File: src/rtl/hst_pkg.sv
`timescale 1ns/1ps
package hst_pkg;
  localparam int DATA_W    = 32;
  localparam int CNT_W     = 2 * DATA_W;
  localparam int PSC_W     = 3;
  localparam int STOP_DLY  = 2;

  localparam int OFF_IE    = 'h00;
  localparam int OFF_ST    = 'h04;
  localparam int CH_BASE   = 'h10;
  localparam int CH_STRIDE = 'h20;

  localparam int REG_CTL   = 'h00;
  localparam int REG_ILO   = 'h04;
  localparam int REG_IHI   = 'h08;
  localparam int REG_CLO   = 'h0C;
  localparam int REG_CHI   = 'h10;

  localparam int CTL_EN      = 0;
  localparam int CTL_RLD     = 1;
  localparam int CTL_PSC_LSB = 4;
  localparam int CTL_OS      = 7;

  typedef struct packed {
    logic             os;
    logic [PSC_W-1:0] psc;
    logic             en;
  } ctl_t;
endpackage

File: src/rtl/hst_prescaler.sv
`timescale 1ns/1ps
module hst_prescaler #(
  parameter int SEL_W = 3
) (
  input  logic             clk_i,
  input  logic             rst_ni,
  input  logic             run_i,
  input  logic [SEL_W-1:0] sel_i,
  output logic             tick_o
);
  localparam int DIV_W = (1 << SEL_W) - 1;

  logic [DIV_W-1:0] div_q;
  logic [DIV_W-1:0] mask;

  assign mask   = ~({DIV_W{1'b1}} << sel_i);
  assign tick_o = run_i && ((div_q & mask) == mask);

  // divider restarts from zero whenever the channel is idle
  always_ff @(posedge clk_i or negedge rst_ni) begin
    if (!rst_ni)    div_q <= '0;
    else if (run_i) div_q <= div_q + 1'b1;
    else            div_q <= '0;
  end
endmodule

File: src/rtl/hst_channel.sv
`timescale 1ns/1ps
module hst_channel
  import hst_pkg::*;
(
  input  logic              clk_i,
  input  logic              rst_ni,
  input  logic              ctl_we_i,
  input  logic              ilo_we_i,
  input  logic              ihi_we_i,
  input  logic [DATA_W-1:0] wdata_i,
  output logic [DATA_W-1:0] ctl_o,
  output logic [CNT_W-1:0]  ival_o,
  output logic [CNT_W-1:0]  cnt_o,
  output logic              active_o,
  output logic              tick_o,
  output logic              expire_o,
  output logic              oneshot_o,
  output logic              reload_o
);
  localparam int STOP_W = $clog2(STOP_DLY + 1);

  ctl_t              ctl_q;
  logic              rld_q;
  logic [STOP_W-1:0] stop_q;
  logic [CNT_W-1:0]  ival_q;
  logic [CNT_W-1:0]  cnt_q;
  logic              active;
  logic              tick;

  assign active = ctl_q.en || (stop_q != '0);

  hst_prescaler #(.SEL_W(PSC_W)) u_psc (
    .clk_i  (clk_i),
    .rst_ni (rst_ni),
    .run_i  (active),
    .sel_i  (ctl_q.psc),
    .tick_o (tick)
  );

  always_ff @(posedge clk_i or negedge rst_ni) begin
    if (!rst_ni) ctl_q <= '0;
    else if (ctl_we_i)
      ctl_q <= '{os:  wdata_i[CTL_OS],
                 psc: wdata_i[CTL_PSC_LSB +: PSC_W],
                 en:  wdata_i[CTL_EN]};
  end

  // reload request waits for the next tick of a running channel
  always_ff @(posedge clk_i or negedge rst_ni) begin
    if (!rst_ni)                          rld_q <= 1'b0;
    else if (ctl_we_i && wdata_i[CTL_RLD]) rld_q <= 1'b1;
    else if (tick)                        rld_q <= 1'b0;
  end

  // disable drain: keep counting for STOP_DLY more edges
  always_ff @(posedge clk_i or negedge rst_ni) begin
    if (!rst_ni)                                   stop_q <= '0;
    else if (ctl_we_i && !wdata_i[CTL_EN] && ctl_q.en) stop_q <= STOP_W'(STOP_DLY);
    else if (stop_q != '0)                         stop_q <= stop_q - 1'b1;
  end

  always_ff @(posedge clk_i or negedge rst_ni) begin
    if (!rst_ni) ival_q <= '0;
    else begin
      if (ilo_we_i) ival_q[DATA_W-1:0]     <= wdata_i;
      if (ihi_we_i) ival_q[CNT_W-1:DATA_W] <= wdata_i;
    end
  end

  always_ff @(posedge clk_i or negedge rst_ni) begin
    if (!rst_ni) cnt_q <= '0;
    else if (tick) begin
      if (rld_q)              cnt_q <= ival_q;
      else if (cnt_q == '0) begin
        if (!ctl_q.os)        cnt_q <= ival_q;
      end
      else                    cnt_q <= cnt_q - 1'b1;
    end
  end

  assign expire_o = tick && !rld_q && (cnt_q == CNT_W'(1));

  always_comb begin
    ctl_o                            = '0;
    ctl_o[CTL_EN]                    = ctl_q.en;
    ctl_o[CTL_RLD]                   = rld_q;
    ctl_o[CTL_PSC_LSB +: PSC_W]      = ctl_q.psc;
    ctl_o[CTL_OS]                    = ctl_q.os;
  end

  assign ival_o    = ival_q;
  assign cnt_o     = cnt_q;
  assign active_o  = active;
  assign tick_o    = tick;
  assign oneshot_o = ctl_q.os;
  assign reload_o  = rld_q;
endmodule

File: src/rtl/hst_timer_bank.sv
`timescale 1ns/1ps
module hst_timer_bank
  import hst_pkg::*;
#(
  parameter int N_CH   = 4,
  parameter int ADDR_W = 8
) (
  input  logic              clk_i,
  input  logic              rst_ni,
  input  logic [ADDR_W-1:0] addr_i,
  input  logic              we_i,
  input  logic              re_i,
  input  logic [DATA_W-1:0] wdata_i,
  output logic [DATA_W-1:0] rdata_o,
  output logic [N_CH-1:0]   irq_o
);
  if (N_CH != 2 && N_CH != 4) begin : g_bad_cfg
    $error("hst_timer_bank: N_CH must be 2 or 4");
  end

  function automatic logic [ADDR_W-1:0] reg_addr(input int ch, input int off);
    return ADDR_W'(CH_BASE + CH_STRIDE * ch + off);
  endfunction

  logic [N_CH-1:0]             ie_q, st_q, st_clr;
  logic                        ie_wr, st_wr;
  logic [N_CH-1:0]             expire, active, tick, os_bit, rld_bit;
  logic [N_CH-1:0][CNT_W-1:0]  cnt, ival;
  logic [N_CH-1:0][DATA_W-1:0] ctl_rd, hi_q;

  assign ie_wr  = we_i && (addr_i == ADDR_W'(OFF_IE));
  assign st_wr  = we_i && (addr_i == ADDR_W'(OFF_ST));
  assign st_clr = {N_CH{st_wr}} & wdata_i[N_CH-1:0];

  for (genvar g = 0; g < N_CH; g++) begin : g_ch
    hst_channel u_ch (
      .clk_i     (clk_i),
      .rst_ni    (rst_ni),
      .ctl_we_i  (we_i && (addr_i == reg_addr(g, REG_CTL))),
      .ilo_we_i  (we_i && (addr_i == reg_addr(g, REG_ILO))),
      .ihi_we_i  (we_i && (addr_i == reg_addr(g, REG_IHI))),
      .wdata_i   (wdata_i),
      .ctl_o     (ctl_rd[g]),
      .ival_o    (ival[g]),
      .cnt_o     (cnt[g]),
      .active_o  (active[g]),
      .tick_o    (tick[g]),
      .expire_o  (expire[g]),
      .oneshot_o (os_bit[g]),
      .reload_o  (rld_bit[g])
    );
  end

  always_ff @(posedge clk_i or negedge rst_ni) begin
    if (!rst_ni)    ie_q <= '0;
    else if (ie_wr) ie_q <= wdata_i[N_CH-1:0];
  end

  // expiry has priority over a simultaneous clear
  always_ff @(posedge clk_i or negedge rst_ni) begin
    if (!rst_ni) st_q <= '0;
    else         st_q <= (st_q & ~st_clr) | expire;
  end

  always_ff @(posedge clk_i or negedge rst_ni) begin
    if (!rst_ni) hi_q <= '0;
    else begin
      for (int n = 0; n < N_CH; n++)
        if (re_i && (addr_i == reg_addr(n, REG_CLO)))
          hi_q[n] <= cnt[n][CNT_W-1:DATA_W];
    end
  end

  assign irq_o = st_q & ie_q;

  always_comb begin
    rdata_o = '0;
    if (addr_i == ADDR_W'(OFF_IE)) rdata_o = DATA_W'(ie_q);
    if (addr_i == ADDR_W'(OFF_ST)) rdata_o = DATA_W'(st_q);
    for (int n = 0; n < N_CH; n++) begin
      if (addr_i == reg_addr(n, REG_CTL)) rdata_o = ctl_rd[n];
      if (addr_i == reg_addr(n, REG_ILO)) rdata_o = ival[n][DATA_W-1:0];
      if (addr_i == reg_addr(n, REG_IHI)) rdata_o = ival[n][CNT_W-1:DATA_W];
      if (addr_i == reg_addr(n, REG_CLO)) rdata_o = cnt[n][DATA_W-1:0];
      if (addr_i == reg_addr(n, REG_CHI)) rdata_o = hi_q[n];
    end
  end
endmodule

File: config.mk
export PLATFORM = sky130hd
export DESIGN_NAME = hst_timer_bank
export DESIGN_NICKNAME = d
export VERILOG_FILES = /design/src/rtl/hst_pkg.sv /design/src/rtl/hst_prescaler.sv /design/src/rtl/hst_channel.sv /design/src/rtl/hst_timer_bank.sv
export SDC_FILE = /design/constraint.sdc
export NUM_CORES = 2
export LEC_CHECK = 0
export BUFFER_PORTS_ARGS = -buffer_cell sky130_fd_sc_hd__buf_4
export CORE_ASPECT_RATIO = 1.4
export CORE_MARGIN = 3
export CORE_UTILIZATION = 30
export CTS_CLUSTER_DIAMETER = 50
export DETAILED_ROUTE_END_ITERATION = 8
export SLEW_MARGIN = 20
export SYNTH_ARGS = -nofsm -noshare
export SYNTH_HDL_FRONTEND = slang
export SYNTH_SLANG_ARGS = --single-unit
File: constraint.sdc
create_clock -name clk_i -period 4.1 [get_ports clk_i]
set_input_delay 1.025 -clock clk_i [delete_from_list [all_inputs] [get_ports clk_i]]
set_output_delay 1.025 -clock clk_i [all_outputs]
set_load 0.01 [all_outputs]
==> flow_summary.json <==
{
  "path_clk_slew_ns": 0.06,
  "fill_cells": 12700,
  "synth.distinct_cells": 87,
  "ys_seq_area_share_pct": 45.9,
  "setup_tns_ns": -9.77,
  "status": "complete, but fails checks",
  "async_flop_share_pct": 100,
  "synthFlopType": "dfrtp_1",
  "cts_sinks": 708,
  "coreArea_um2": 128000,
  "grt-ovfl-total": 0,
  "avgSynthCellArea_um2": 9.36,
  "grt_max_degree": 79,
  "final.min_clock_period_ns": 4.49,
  "die_h_um": 431,
  "synthCells": 4125,
  "nets": 4454,
  "r2r-start": "g_ch[2].u_ch.cnt_o[46]",
  "cp-end-kind": "output pin",
  "multi_input_comb_area_um2": 20700,
  "drv_cap": 0,
  "min_period_over_period_pct": 109,
  "die_x_um": 309,
  "yosys_warnings": 0,
  "power_leakage_nw": 21.3,
  "p_sw_mw": 9.38,
  "combPwrFrac_pct": 29.8,
  "cts_buffers": 72,
  "layout_setup_ws_ns": -0.389,
  "worst_skew_pair.late_latency_ns": 0.67,
  "drive_above_1_share_pct": 26.9,
  "start_kind": "input port",
  "ff_latch_area_um2": 17700,
  "cp_cell_sequence": "buf_8 -> or4_4 -> buf_6 -> nor3_4 -> buf_6 -> nand2_1 -> a311o_1 -> a32oi_2 -> o221ai_2 -> a21oi_2 -> buf_4",
  "drt_wl_total_um": 155000,
  "vias": 35700,
  "cts_root_buf": "clkbuf_16",
  "hp-class": "input port to asynchronous set/reset pin",
  "drcViolationCount": 0,
  "start_util_pct": 30.3,
  "holdBufCountCts": 0,
  "tightest_slew_ns": 0.792,
  "cts.path.max_buffers": 3,
  "areaGrowthSynthToFinish_pct": 24.4,
  "synth_seq_cells": 708,
  "setup_viol": 32,
  "track_usage_pct": 22.8,
  "via_per_inst": 5.85,
  "ios": 80,
  "dr.pass1.iters": 8,
  "fin_util_pct": 37.7,
  "syn-num-nets": 4189,
  "cp_slowest_cell": "or4_4",
  "dieArea_um2": 133000,
  "critPathMostFrequentCell": "buf_6",
  "synth_edf_count": 0,
  "p_sw_share_pct": 38.5,
  "gp_congestion": 0.975,
  "cell_internal_pwr_mw": 15.0,
  "grt_pass1_wl_um": 230000,
  "powerDensity_nw_per_um2": 508,
  "synth_area_um2": 38600,
  "clkPwrFrac_pct": 29.3,
  "seq_power_share_pct": 40.9,
  "skew_ns": 0.0213,
  "portBuffers": 79,
  "max_stage_delay_ns": 0.60,
  "layout_commonest_cell": "dfrtp_1",
  "finalHoldViolCount": 0,
  "slew_headroom_pct": 47.2,
  "row_count": 155,
  "setup.worst_path.start": "addr_i[2]",
  "dp_hpwl_um": 114000,
  "rsz0062_at_grt": "true",
  "ctsHtreeMaxLevel": 3,
  "mostFrequentLayoutCells": "dfrtp_1, buf_4, nor2_1, a21oi_1, o21ai_0",
  "drt_iter0_drc": 3320,
  "arrival_ns": 3.46,
  "avgRoutedWirePerCell_um": 25.5,
  "grt_pass1_vias": 35800,
  "cts_tree": "done",
  "antenna_found_initial": 11,
  "ant_nets": 0,
  "path_class": "input port to output pin",
  "drv_slew": 0,
  "peakVddDrop_mv": 0.340,
  "crit_fanout": 10,
  "violations": "setup timing",
  "fmax_mhz": 223,
  "required_ns": 3.07
}
==> cell usage after synthesis (11+ instances only) <==
master / number / area (um^2)
a211oi_1: 33 / 248
a21o_1: 29 / 218
a21oi_1: 404 / 2020
a221o_1: 33 / 330
a221oi_1: 14 / 123
a22oi_1: 38 / 285
a2bb2oi_1: 40 / 350
a31o_2: 11 / 96.3
a31oi_1: 65 / 407
and2_1: 34 / 213
and3_1: 26 / 163
buf_1: 13 / 48.8
buf_2: 25 / 125
clkbuf_1: 256 / 961
dfrtp_1: 708 / 17700
ha_1: 20 / 250
inv_1: 71 / 267
mux2_2: 366 / 4120
nand2_1: 232 / 871
nand2b_1: 32 / 200
nand3_1: 81 / 405
nand4_1: 37 / 231
nor2_1: 395 / 1480
nor2b_1: 18 / 113
nor3_1: 147 / 736
nor3b_1: 12 / 90.1
nor4_1: 103 / 644
nor4b_1: 19 / 166
o21a_1: 16 / 120
o21ai_0: 412 / 2060
o21ai_1: 17 / 85.1
o221ai_1: 15 / 131
o22a_1: 31 / 272
o22ai_1: 34 / 213
o2bb2ai_1: 36 / 315
o31ai_1: 29 / 218
o32ai_1: 29 / 254
or3_1: 38 / 238
or4_1: 32 / 240
xor2_1: 15 / 131
==> registers in the layout, indices dropped and copies added, names as in the netlist <==
register	count
ie_q	4
g_ch.u_ch.stop_q	8
g_ch.u_ch.cnt_o	256
hi_q	128
g_ch.u_ch.ctl_o	16
g_ch.u_ch.ival_o	256
g_ch.u_ch.oneshot_o	4
g_ch.u_ch.reload_o	4
st_q	4
g_ch.u_ch.u_psc.div_q	28
==> power groups by stage <==
stage / Clock (mW) / Sequential [mW] / Combinational, mW
after global routing: 7.52 / 10.2 / 7.82
final: 7.14 / 9.99 / 7.26
after CTS: 7.27 / 9.92 / 7.12
after detailed placement: 0 / 10.0 / 7.05
after global placement: 0 / 9.97 / 6.93
after floorplan: 0 / 9.31 / 4.24
==> routing by layer <==
| metal | part of all wire, % | vias to the layer above | routed length [um] | GRT usage, % |
|---|---|---|---|---|
| met2 | 49 | 1392 | 76800 | 39.6 |
| li1 | - | 15900 | - | - |
| met4 | 8.6 | 12 | 13400 | 16.6 |
| met1 | 37 | 17800 | 57200 | 25.4 |
| met3 | 5.2 | 528 | 8010 | 3.27 |
| met5 | 0.050 | - | 77 | 0 |
==> area by class of cell <==
type / count / area share [%]
repair buffers: 499 / 10.0
inverters: 71 / 0.555
diodes: 4 / 0.0208
flip-flops and latches: 708 / 36.9
well taps: 1648 / 4.29
clock buffers: 98 / 4.40
clock inverters: 36 / 0.841
multi-input cells: 3038 / 43.0
==> final timing paths <==
kind / endpoint / slack, ns / cells after the start
worst max register to register: g_ch[2].u_ch.cnt_o[16] / 0.24 / 9
worst min-delay path: g_ch[3].u_ch.ival_o[38] / 0.38 / 1
max in group asynchronous: g_ch[1].u_ch.ival_o[58] / 2.63 / 2
worst max-delay path: rdata_o[4] / -0.39 / 11
worst min register to register: hi_q[15] / 0.48 / 2
min in group clk_i: hi_q[15] / 0.48 / 2
==> worst max-delay path, delay by kind of cell <==
family	cells	cell delay [ns]
AOI/OAI and AO/OA	4	0.98
buffers and inverters	4	0.59
and+or+nand+nor	3	0.84
==> cell families (layout without fill, tap and decap cells) <==
kind of cell | count (synthesis) | count (layout) | share of synthesized area [%]
buffers and inverters | 379 | 704 | 3.95
multiplexers | 375 | 375 | 11.0
adder cells (fa/ha/maj) | 20 | 20 | 0.648
AO/OA/AOI/OAI | 1360 | 1360 | 21.8
other | 0 | 4 | 0
flip-flops | 708 | 708 | 45.9
XOR/XNOR | 23 | 23 | 0.522
AND/OR/NAND/NOR | 1260 | 1260 | 16.3
==> metrics by stage <==
stage / worst slack, ns / cell area [um^2] / instances / hold slack, ns / power, mW
floorplan: -0.0406 / 38700 / 4125 / 0.442 / 13.6
global placement: -0.693 / 43900 / 5930 / 0.454 / 16.9
detailed placement: -0.693 / 43900 / 5930 / 0.462 / 17.1
CTS: -0.352 / 47600 / 6087 / 0.393 / 24.3
global route: -0.442 / 48000 / 6098 / 0.413 / 25.5
finish: -0.389 / 48100 / 6102 / 0.375 / 24.4
==> repair_timing <==
| item | 4_1_cts | 5_1_grt |
|---|---|---|
| buffers inserted | 19 | 15 |
| cloned | 6 | 3 |
| gates resized for setup | 174 | 85 |
| pin swaps | 46 | 60 |
| endpoints found under the setup margin | 32 | 32 |
(Power assumes the default switching activity.)
